[src/rtl/ioc_pkg.sv]
package ioc_pkg;
  typedef struct packed {
    logic primed;
    logic clearAll;
    logic takeCap;
  } iocStrobe_t;
endpackage

[src/rtl/ioc_ctrl.sv]
module ioc_ctrl
  import ioc_pkg::*;
(
  input  logic       clk,
  input  logic       rstN,
  input  logic       rdCapture,
  input  logic       rdPort,
  input  logic       anyCond,
  input  logic       irqActive,
  input  logic       openDrain,
  input  logic       activeHigh,
  output iocStrobe_t strobe,
  output logic       irqLevel,
  output logic       irqDriveEn
);
  logic primedQ;

  always_ff @(posedge clk or negedge rstN) begin
    if (!rstN) primedQ <= 1'b0;
    else       primedQ <= 1'b1;
  end

  always_comb begin
    strobe.primed   = primedQ;
    strobe.clearAll = rdCapture | rdPort;
    strobe.takeCap  = anyCond & (strobe.clearAll | ~irqActive);
  end

  always_comb begin
    if (openDrain) begin
      irqDriveEn = irqActive;
      irqLevel   = 1'b0;
    end else begin
      irqDriveEn = 1'b1;
      irqLevel   = activeHigh ? irqActive : ~irqActive;
    end
  end

  // open-drain never drives high
  a_r9_open_drain_low: assert property (@(posedge clk) disable iff (!rstN)
    openDrain |-> (irqLevel == 1'b0));
  // no new snapshot while pending without a read
  a_r5_no_recapture: assert property (@(posedge clk) disable iff (!rstN)
    (irqActive && !rdCapture && !rdPort) |-> !strobe.takeCap);
endmodule

[src/rtl/ioc_datapath.sv]
module ioc_datapath
  import ioc_pkg::*;
#(
  parameter int W = 8
) (
  input  logic         clk,
  input  logic         rstN,
  input  logic [W-1:0] pinIn,
  input  logic [W-1:0] dirMask,
  input  logic [W-1:0] enMask,
  input  logic [W-1:0] defVal,
  input  logic [W-1:0] cmpMode,
  input  iocStrobe_t   strobe,
  output logic [W-1:0] flags,
  output logic [W-1:0] captured,
  output logic         anyCond,
  output logic         irqActive
);
  logic [W-1:0] refQ;
  logic [W-1:0] cond;
  logic [W-1:0] flagQ;
  logic [W-1:0] capQ;

  for (genvar i = 0; i < W; i++) begin : g_pin
    always_comb begin
      cond[i] = strobe.primed & enMask[i] & dirMask[i] &
                (cmpMode[i] ? (pinIn[i] ^ defVal[i]) : (pinIn[i] ^ refQ[i]));
    end

    always_ff @(posedge clk or negedge rstN) begin
      if (!rstN) begin
        refQ[i]  <= 1'b0;
        flagQ[i] <= 1'b0;
      end else begin
        refQ[i]  <= pinIn[i];
        flagQ[i] <= (strobe.clearAll ? 1'b0 : flagQ[i]) | cond[i];
      end
    end
  end

  always_ff @(posedge clk or negedge rstN) begin
    if (!rstN)               capQ <= '0;
    else if (strobe.takeCap) capQ <= pinIn;
  end

  assign anyCond   = |cond;
  assign irqActive = |flagQ;
  assign flags     = flagQ;
  assign captured  = capQ;

  // nothing flags on the priming edge
  a_r1_quiet_priming: assert property (@(posedge clk) disable iff (!rstN)
    !strobe.primed |=> (flagQ == '0));
  // newly set flags come only from enabled input pins
  a_r2_masked_pins: assert property (@(posedge clk) disable iff (!rstN)
    ((flagQ & ~$past(flagQ)) & ~$past(enMask & dirMask)) == '0);
  // snapshot holds while pending and not read
  a_r5_capture_holds: assert property (@(posedge clk) disable iff (!rstN)
    (flagQ != '0 && !strobe.clearAll) |=> $stable(capQ));
  // clearing read with no event empties flags
  a_r7_read_clears: assert property (@(posedge clk) disable iff (!rstN)
    (strobe.clearAll && !anyCond) |=> (flagQ == '0));
endmodule

[src/rtl/ioc_unit.sv]
module ioc_unit
  import ioc_pkg::*;
#(
  parameter int W = 8
) (
  input  logic         clk,
  input  logic         rstN,
  input  logic [W-1:0] pinIn,
  input  logic [W-1:0] dirMask,
  input  logic [W-1:0] enMask,
  input  logic [W-1:0] defVal,
  input  logic [W-1:0] cmpMode,
  input  logic         openDrain,
  input  logic         activeHigh,
  input  logic         rdCapture,
  input  logic         rdPort,
  output logic [W-1:0] flags,
  output logic [W-1:0] captured,
  output logic         irqLevel,
  output logic         irqDriveEn
);
  iocStrobe_t strobe;
  logic       anyCond;
  logic       irqActive;

  ioc_ctrl u_ctrl (
    .clk        (clk),
    .rstN       (rstN),
    .rdCapture  (rdCapture),
    .rdPort     (rdPort),
    .anyCond    (anyCond),
    .irqActive  (irqActive),
    .openDrain  (openDrain),
    .activeHigh (activeHigh),
    .strobe     (strobe),
    .irqLevel   (irqLevel),
    .irqDriveEn (irqDriveEn)
  );

  ioc_datapath #(.W(W)) u_dp (
    .clk       (clk),
    .rstN      (rstN),
    .pinIn     (pinIn),
    .dirMask   (dirMask),
    .enMask    (enMask),
    .defVal    (defVal),
    .cmpMode   (cmpMode),
    .strobe    (strobe),
    .flags     (flags),
    .captured  (captured),
    .anyCond   (anyCond),
    .irqActive (irqActive)
  );
endmodule

[config.mk]
export PLATFORM = sky130hd
export DESIGN_NAME = ioc_unit
export DESIGN_NICKNAME = d
export VERILOG_FILES = /design/src/rtl/ioc_pkg.sv /design/src/rtl/ioc_ctrl.sv /design/src/rtl/ioc_datapath.sv /design/src/rtl/ioc_unit.sv
export SDC_FILE = /design/constraint.sdc
export NUM_CORES = 1
export LEC_CHECK = 0
export BUFFER_PORTS_ARGS = -buffer_cell sky130_fd_sc_hd__buf_2
export CELL_PAD_IN_SITES_DETAIL_PLACEMENT = 1
export CELL_PAD_IN_SITES_GLOBAL_PLACEMENT = 2
export CORE_MARGIN = 3
export CORE_UTILIZATION = 25
export CTS_CLUSTER_DIAMETER = 150
export DETAILED_ROUTE_END_ITERATION = 8
export PLACE_DENSITY = 0.79
export SYNTH_ARGS = -nofsm -noshare
export SYNTH_HDL_FRONTEND = slang
export SYNTH_HIERARCHICAL = 1
export SYNTH_SLANG_ARGS = --single-unit
[constraint.sdc]
create_clock -name clk -period 2.6 [get_ports clk]
set_input_delay 0.13 -clock clk [delete_from_list [all_inputs] [get_ports clk]]
set_output_delay 0.13 -clock clk [all_outputs]
set_load 0.05 [all_outputs]
==> results.md <==
* Outcome: complete, no violations
* Setup crit start kind: input pin
* Setup violations, final at 0
* Final Max Tran Viols at 0
* Power Density at just under 700 nW/um^2
* Power Total at 1.09 mW
* Largest net degree at the start of global routing at 26
* Area of the multi-input gates at 464 um^2
* First-pass GRT wire length at 5050 um
* Period utilization at 81.1%
* R2R setup slack at ~0.56 ns
* Cell variety after synth at 24
* Crit path to: u_dp/captured[7]
* R2R Path Start: u_dp/refQ[0]
* Fill cells at ~480
* Die Y at 73.0 um
* I/O Pins at 64
* Peak Freq at 0.474 GHz
* Post-DRT Antenna Nets at 0
* Postcts setup bufs at 0
* Port Buffers at 63
* Unrepaired setup endpoints after global routing: false
* Clk sinks at 25
* Clk_skew at approximately 0.0043 ns
* R2R Path End: u_dp/captured[7]
* Maximum buffer depth of the clock tree at 2
* Fin worst setup slack at 0.492 ns
* Peak supply drop at 301 uV
* WL final at 3110 um
* Cell count after synthesis at 88
* Most frequent cells in the layout: buf_2, dfrtp_1, mux2i_1, mux2_2, dlygate4sd3_1
* Post-CTS Hold Fix Bufs at 5
* Setup_tns at 0 ns
* Full die area at 5320 um^2
* Final instance area at around 1600 um^2
* Clk_lat worst skew at around 0.27 ns
* Total core area at 4170 um^2
* Via Count at between 900 and 1,000
* Mapped Avg Cell Area at 12.7 um^2
* FF+latch count, synth at 25
* R2R cell count at 7
* Slew margin rel. at 63.4%
* CTS tree: yes
* Sequential share of the synthesized area at 55.8%
* Worst min path class: in2reg
* Crit-path max FO at 6
* Fin. Hold Viols at 0
* Reg clk slew, reported paths at 0.09 ns
* Final non-filler cell total at 209
* Placement Cell Area at around 1500 um^2
* Vias in the first global route at 1,084
* Commonest non-fill, non-tap cell in the layout: buf_2
* Tmin final at around 2.1 ns
* HPWL Detailed at 2560 um
* Req. time, crit path at 2.75 ns
* Slew @ Worst Pin at 0.548 ns
* # nets final at 206
* Max_cap viols at 0
* CTS Buf Count at 3
* Finished Core Util at between 30% and 40%
* Register area at about 630 um^2
* Share of post-route cells with drive strength above 1 at 49.1%
* Via density at 4.58
* Initial antenna violation count at 0
* # DRC at 0
* Wirelength per Cell at 14.9 um
* Area Overhead vs Synth at 42.4%
* Hold slack at about 0.013 ns
* Place WS at 0.527 ns
* Drt pass-1 iters at 3
* Worst path arrival time at 2.26 ns
* Root buffer cell: clkbuf_8
* Mapped Nets at 134
* Crit path capture type: flop
* Placed Cells at 199
* Starting Density at a little over a quarter
* Global route total overflow at 0
* Total global-route track usage at between 10% and 20%
* Ant diodes at 0
* 1st-iter DRT viols at 41
* Row count at 23
* Leakage power at 0.828 nW
* Die W at ~73 um
* Crit. Startpoint: pinIn[5]
* GP Congestion at 0.743
* Mapped cell area at 1120 um^2
* Critical path class: in2reg
* Synth Warn # at 6
* H-tree depth at 1
* Post-CTS sizing at 0
[cells in the mapped netlist]
library cell | count | area (um^2)
dfrtp_1 | 25 | 626
mux2i_1 | 12 | 120
mux2_2 | 8 | 90.1
a22o_1 | 5 | 43.8
inv_1 | 4 | 15.0
nand3_1 | 4 | 20.0
nand3b_1 | 4 | 30.0
xnor2_1 | 4 | 35.0
nand4_1 | 3 | 18.8
and3_1 | 2 | 12.5
nor2_1 | 2 | 7.51
nor4_1 | 2 | 12.5
o21ai_0 | 2 | 10.0
a21boi_0 | 1 | 7.51
a22o_2 | 1 | 10.0
a22oi_1 | 1 | 7.51
buf_2 | 1 | 5.00
buf_4 | 1 | 7.51
clkbuf_1 | 1 | 3.75
conb_1 | 1 | 3.75
nand2_1 | 1 | 3.75
nand2b_1 | 1 | 6.26
o41ai_2 | 1 | 16.3
xor2_1 | 1 | 8.76
[critical path, cell delays in order]
cell and delay, ns:
dlygate4sd3_1 0.54, buf_2 0.14, nand3b_1 0.16, mux2i_1 0.27, o41ai_2 0.09, nand4_1 0.07, a21boi_1 0.30, buf_4 0.22
mux2_2 0.34
[routing by layer]
layer  track usage (%)  vias to the layer above  share of wire [%]
li1                  -                      465                  -
met1              15.3                      458                 40
met2              21.1                       33                 53
met3              2.48                        2                6.4
met4              3.69                        0               0.77
met5                 0                        -                  0
[registers in the layout (all words and copies together), names as in the netlist]
register	count
u_dp/captured	8
u_dp/flags	8
u_dp/refQ	8
u_ctrl/primedQ	1
[power by group]
| group | switching, mW | internal [mW] | total, mW |
|---|---|---|---|
| registers | 0.0284 | 0.439 | 0.467 |
| logic | 0.263 | 0.130 | 0.393 |
| clock network | 0.122 | 0.107 | 0.229 |
[worst min path at each step]
stage / from / to / slack, ns / cells past startpoint
2_1_floorplan: rstN / u_ctrl/primedQ / -0.17 / 0
3_3_place_gp: rstN / u_dp/refQ[3] / 0.15 / 1
5_1_grt: pinIn[7] / u_dp/refQ[7] / 0.002 / 1
4_1_cts: pinIn[1] / u_dp/refQ[1] / 0.006 / 1
6_report: pinIn[1] / u_dp/refQ[1] / 0.01 / 1
3_5_place_dp: rstN / u_dp/refQ[3] / 0.15 / 1
[layout make-up]
class | count | area share [%]
Tap cell | 50 | 3.92
Multi-Input combinational cell | 56 | 29.1
Timing Repair Buffer | 70 | 24.0
Clock inverter | 1 | 0.313
Clock buffer | 3 | 2.59
Inverter | 4 | 0.940
Sequential cell | 25 | 39.2
[kinds of logic (layout without fill, tap and decap cells)]
family	count (synthesis)	count (layout)	synth area share, %
and+or+nand+nor	19	19	9.93
muxes	20	20	18.8
other	1	1	0.335
DFF	25	25	55.8
buffers and inverters	7	78	2.79
AOI/OAI and AO/OA	11	11	8.48
xor gates and xnor gates	5	5	3.91
Note: power is estimated with default switching activity, not from simulation.
